==> src/rtl/kirq_pkg.sv <==
package kirq_pkg;

  typedef enum logic [1:0] {
    REG_CTRL     = 2'd0,
    REG_ENABLE   = 2'd1,
    REG_FLAG_CLR = 2'd2,
    REG_IRQ_CLR  = 2'd3
  } kirq_reg_e;

  // level at the active end of the selected edge
  function automatic logic level_is_active(input logic lvl, input logic rise);
    return rise ? lvl : ~lvl;
  endfunction

  // valid transition from prev to cur for the selected edge
  function automatic logic edge_seen(input logic prev, input logic cur, input logic rise);
    return rise ? (~prev & cur) : (prev & ~cur);
  endfunction

endpackage

==> src/rtl/kirq_sync.sv <==
module kirq_sync #(
  parameter int   W       = 10,
  parameter logic RST_LVL = 1'b1
) (
  input  logic         clk,
  input  logic         rst_n,
  input  logic [W-1:0] din,
  output logic [W-1:0] lvl,
  output logic [W-1:0] prev
);
  logic [W-1:0] meta;

  always_ff @(posedge clk) begin
    if (!rst_n) begin
      meta <= {W{RST_LVL}};
      lvl  <= {W{RST_LVL}};
      prev <= {W{RST_LVL}};
    end else begin
      meta <= din;
      lvl  <= meta;
      prev <= lvl;
    end
  end
endmodule

==> src/rtl/kirq_flag_bank.sv <==
module kirq_flag_bank #(
  parameter int NF = 6
) (
  input  logic          clk,
  input  logic          rst_n,
  input  logic          flag_mode,
  input  logic [NF-1:0] en,
  input  logic [NF-1:0] set_vec,
  input  logic [NF-1:0] clr_vec,
  output logic [NF-1:0] flags
);
  for (genvar g = 0; g < NF; g++) begin : g_flag
    always_ff @(posedge clk) begin
      if (!rst_n)
        flags[g] <= 1'b0;
      else if (!flag_mode || !en[g] || clr_vec[g])
        flags[g] <= 1'b0;
      else if (set_vec[g])
        flags[g] <= 1'b1;
    end
  end
endmodule

==> src/rtl/kirq_combine.sv <==
module kirq_combine #(
  parameter int NK = 10,
  parameter int NF = 6
) (
  input  logic [NK-1:0] act,
  input  logic [NK-1:0] en,
  input  logic [NF-1:0] flags,
  input  logic          flag_mode,
  output logic          all_idle
);
  logic [NK-1:0] busy;

  for (genvar g = 0; g < NK; g++) begin : g_term
    if (g < NF) begin : g_flagged
      assign busy[g] = en[g] & (flag_mode ? flags[g] : act[g]);
    end else begin : g_plain
      assign busy[g] = en[g] & act[g];
    end
  end

  assign all_idle = ~|busy;
endmodule

==> src/rtl/key_irq_detect.sv <==
module key_irq_detect
  import kirq_pkg::*;
#(
  parameter int N_KEYS  = 10,
  parameter int N_FLAGS = 6
) (
  input  logic               clk,
  input  logic               rst_n,
  input  logic [N_KEYS-1:0]  key_in,
  input  logic               wr_en,
  input  logic [1:0]         wr_addr,
  input  logic [N_KEYS-1:0]  wr_data,
  input  logic               irq_ack,
  output logic               irq_pulse,
  output logic               irq_pending,
  output logic [N_FLAGS-1:0] key_flags
);
  // configuration
  logic              cfg_rise;
  logic              cfg_mode;
  logic [N_KEYS-1:0] cfg_en;

  always_ff @(posedge clk) begin
    if (!rst_n) begin
      cfg_rise <= 1'b0;
      cfg_mode <= 1'b0;
      cfg_en   <= '0;
    end else if (wr_en) begin
      case (wr_addr)
        REG_CTRL:   {cfg_mode, cfg_rise} <= wr_data[1:0];
        REG_ENABLE: cfg_en <= wr_data;
        default: ;
      endcase
    end
  end

  // named write events
  logic               clr_write;
  logic               irq_clr_write;
  logic [N_FLAGS-1:0] clr_bits;

  assign clr_write     = wr_en && (wr_addr == REG_FLAG_CLR);
  assign irq_clr_write = wr_en && (wr_addr == REG_IRQ_CLR);
  assign clr_bits      = wr_data[N_FLAGS-1:0] & {N_FLAGS{clr_write}};

  // synchronized lines
  logic [N_KEYS-1:0] key_lvl;
  logic [N_KEYS-1:0] key_prev;

  kirq_sync #(.W(N_KEYS), .RST_LVL(1'b1)) u_sync (
    .clk  (clk),
    .rst_n(rst_n),
    .din  (key_in),
    .lvl  (key_lvl),
    .prev (key_prev)
  );

  logic [N_KEYS-1:0]  act_vec;
  logic [N_FLAGS-1:0] edge_vec;

  for (genvar g = 0; g < N_KEYS; g++) begin : g_act
    assign act_vec[g] = level_is_active(key_lvl[g], cfg_rise);
  end
  for (genvar g = 0; g < N_FLAGS; g++) begin : g_edge
    assign edge_vec[g] = edge_seen(key_prev[g], key_lvl[g], cfg_rise);
  end

  kirq_flag_bank #(.NF(N_FLAGS)) u_flags (
    .clk      (clk),
    .rst_n    (rst_n),
    .flag_mode(cfg_mode),
    .en       (cfg_en[N_FLAGS-1:0]),
    .set_vec  (edge_vec),
    .clr_vec  (clr_bits),
    .flags    (key_flags)
  );

  logic all_idle;

  kirq_combine #(.NK(N_KEYS), .NF(N_FLAGS)) u_comb (
    .act      (act_vec),
    .en       (cfg_en),
    .flags    (key_flags),
    .flag_mode(cfg_mode),
    .all_idle (all_idle)
  );

  // interrupt generation
  logic idle_q;
  logic clr_q;
  logic leave_idle;
  logic reassert;

  assign leave_idle = idle_q & ~all_idle;
  assign reassert   = clr_q & ~all_idle;

  always_ff @(posedge clk) begin
    if (!rst_n) begin
      idle_q      <= 1'b1;
      clr_q       <= 1'b0;
      irq_pulse   <= 1'b0;
      irq_pending <= 1'b0;
    end else begin
      idle_q      <= all_idle;
      clr_q       <= clr_write & cfg_mode;
      irq_pulse   <= leave_idle | reassert;
      irq_pending <= irq_pulse | (irq_pending & ~(irq_ack | irq_clr_write));
    end
  end
endmodule

==> config.mk <==
export PLATFORM = sky130hd
export DESIGN_NAME = key_irq_detect
export DESIGN_NICKNAME = d
export VERILOG_FILES = /design/src/rtl/kirq_pkg.sv /design/src/rtl/kirq_sync.sv /design/src/rtl/kirq_flag_bank.sv /design/src/rtl/kirq_combine.sv /design/src/rtl/key_irq_detect.sv
export SDC_FILE = /design/constraint.sdc
export NUM_CORES = 1
export LEC_CHECK = 0
export BUFFER_PORTS_ARGS = -buffer_cell sky130_fd_sc_hd__buf_2
export CORE_MARGIN = 3
export CORE_UTILIZATION = 50
export DETAILED_ROUTE_END_ITERATION = 16
export PLACE_DENSITY_LB_ADDON = 0.05
export SETUP_SLACK_MARGIN = 0.1
export SYNTH_ARGS = -nofsm -noshare
export SYNTH_HDL_FRONTEND = slang
export SYNTH_HIERARCHICAL = 1
export SYNTH_SLANG_ARGS = --single-unit
==> constraint.sdc <==
create_clock -name clk -period 5 [get_ports clk]
set_input_delay 0.75 -clock clk [delete_from_list [all_inputs] [get_ports clk]]
set_output_delay 0.75 -clock clk [all_outputs]
set_load 0.02 [all_outputs]
==> metrics.yaml <==
layout_commonest_cell: "dfxtp_1"
grt-ovfl-total: 0
fill_cells: 311
setup_viol: 0
drt.antenna.violating_nets: 0
vdd_drop_max_v: 0.000191
skew_ps: 2.93
worstSetupPathType: "reg2reg"
cts_hold_buf: 0
drive_gt1_share_pct: 23.4
die_h_um: 67.8
netlist_instances: 187
ios: 34
crit_chain: "xnor2_1 > mux2_4 > a22o_1 > a211oi_2 > nand2b_1 > nor2_1"
firstDrtPassIters: 4
antenna_found_initial: 0
coreArea_sq_mm: 0.00349
cts.sinks: 48
max_freq_ghz: 0.479
max_slew_margin_pct: 39.2
fin_crit_sh_pct: 41.8
die_area_sq_mm: 0.00460
cts.path.max_buffers: 2
avgSynthCellArea_sq_um: 10.2
maxSlewViolCount: 0
cts_tree: "built"
most-common-layout-cells: "48 x dfxtp_1, 34 x nand2b_1, 33 x buf_2"
hold_path.class: "reg2reg"
cts_root_buf: "clkbuf_8"
place_hpwl_um: 2550
fp-row-count: 21
routed_wl_um: 3420
worst_setup_hold_path_clk_slew_ps: 80
arrival_ps: 2280
htreeDepth: 2
finalHoldViolCount: 0
syn_nets: 213
dieWidth_um: 67.8
fin_tns_setup_ps: 0
grt_pass1_wl_um: 5760
postCtsResizedCells: 0
post-cts-setup-buffer-count: 0
slowest_stage: "dfxtp_1"
cpPeakStageDelay_ps: 920
gp_congestion: 0.859
syn_to_final_growth_pct: 13.5
clkLatencyLatePin_ps: 290
power_per_cell_area_mw_per_mm2: 320
portBuffers: 33
floorplan.initialDensity_pct: 54.7
diodes: 0
grt_setup_unrepaired: "no"
cp-start-kind: "flop"
vias_per_cell: 5.03
wire_per_inst_um: 13.0
grt_max_degree: 53
first_iter_violations: 60
dr_total_vias: 1329
track_usage_pct: 17.0
critPathMaxFanout: 23
p_leak_nw: 0.854
min_period_ps: 2090
nets: 244
worstMarginPinSlew_ps: 911
grt_pass1_vias: 1348
drc: 0
status: "completed"
rrSetupSlack_ps: 2910
worstPathRequired_ps: 5190
cts_buffers: 5
cap_viol_max_count: 0
critPathCaptureType: "flop"
final_util_pct: 62.1
ys.warnings.count: 6
synth_area_sq_mm: 0.00191
## sequential cells by signal, indices dropped and copies added (netlist names), 6 cells and up
name,count
cfg_en,10
u_flags/flags,6
u_sync/lvl,10
u_sync/meta,10
u_sync/prev,6
## metrics by stage
| stage | hold WS (ps) | power [mW] | instance area (sq um) | cells | setup slack, ps |
|---|---|---|---|---|---|
| CTS | 414 | 0.705 | 2170 | 264 | 2900 |
| global route | 425 | 0.727 | 2170 | 264 | 2790 |
| detailed placement | 395 | 0.467 | 2070 | 257 | 2840 |
| finish | 409 | 0.694 | 2170 | 264 | 2910 |
| global placement | 389 | 0.465 | 2070 | 257 | 2960 |
| floorplan | 386 | 0.451 | 1910 | 187 | 3410 |
## critical path, delay by kind of cell, from the launching register on
family	cells	cell delay [ps]
XOR/XNOR	1	160
multiplexers	1	290
flip-flops	1	920
AO/OA/AOI/OAI	2	410
AND/OR/NAND/NOR	2	200
## routing by layer
metal / routed length, um / GRT usage [%]
met1: 1470 / 18.7
met2: 1740 / 29.4
met3: 174 / 6.40
met4: 38 / 7.20
met5: 0 / 0
## area by class of cell
cell class / count / area (sq um) / area share, %
well taps: 46 / 57.6 / 2.65
multi-input cells: 130 / 890 / 41.0
flip-flops and latches: 48 / 961 / 44.3
repair buffers: 33 / 165 / 7.61
clock buffers: 7 / 96.3 / 4.44
## worst paths after layout
path         cells past startpoint      startpoint       endpoint
max                              6        cfg_rise      irq_pulse
min                              1  u_sync/meta[0]  u_sync/lvl[0]
max reg2reg                      6        cfg_rise      irq_pulse
min reg2reg                      1  u_sync/meta[0]  u_sync/lvl[0]
## report_power, final
group / leakage (nW) / internal (mW) / switching (mW)
Sequential: 0.393 / 0.396 / 0.00974
Combinational: 0.410 / 0.0281 / 0.0244
Clock: 0.0503 / 0.123 / 0.113
Total: 0.854 / 0.547 / 0.147
Power figures use the tool's default switching activity.
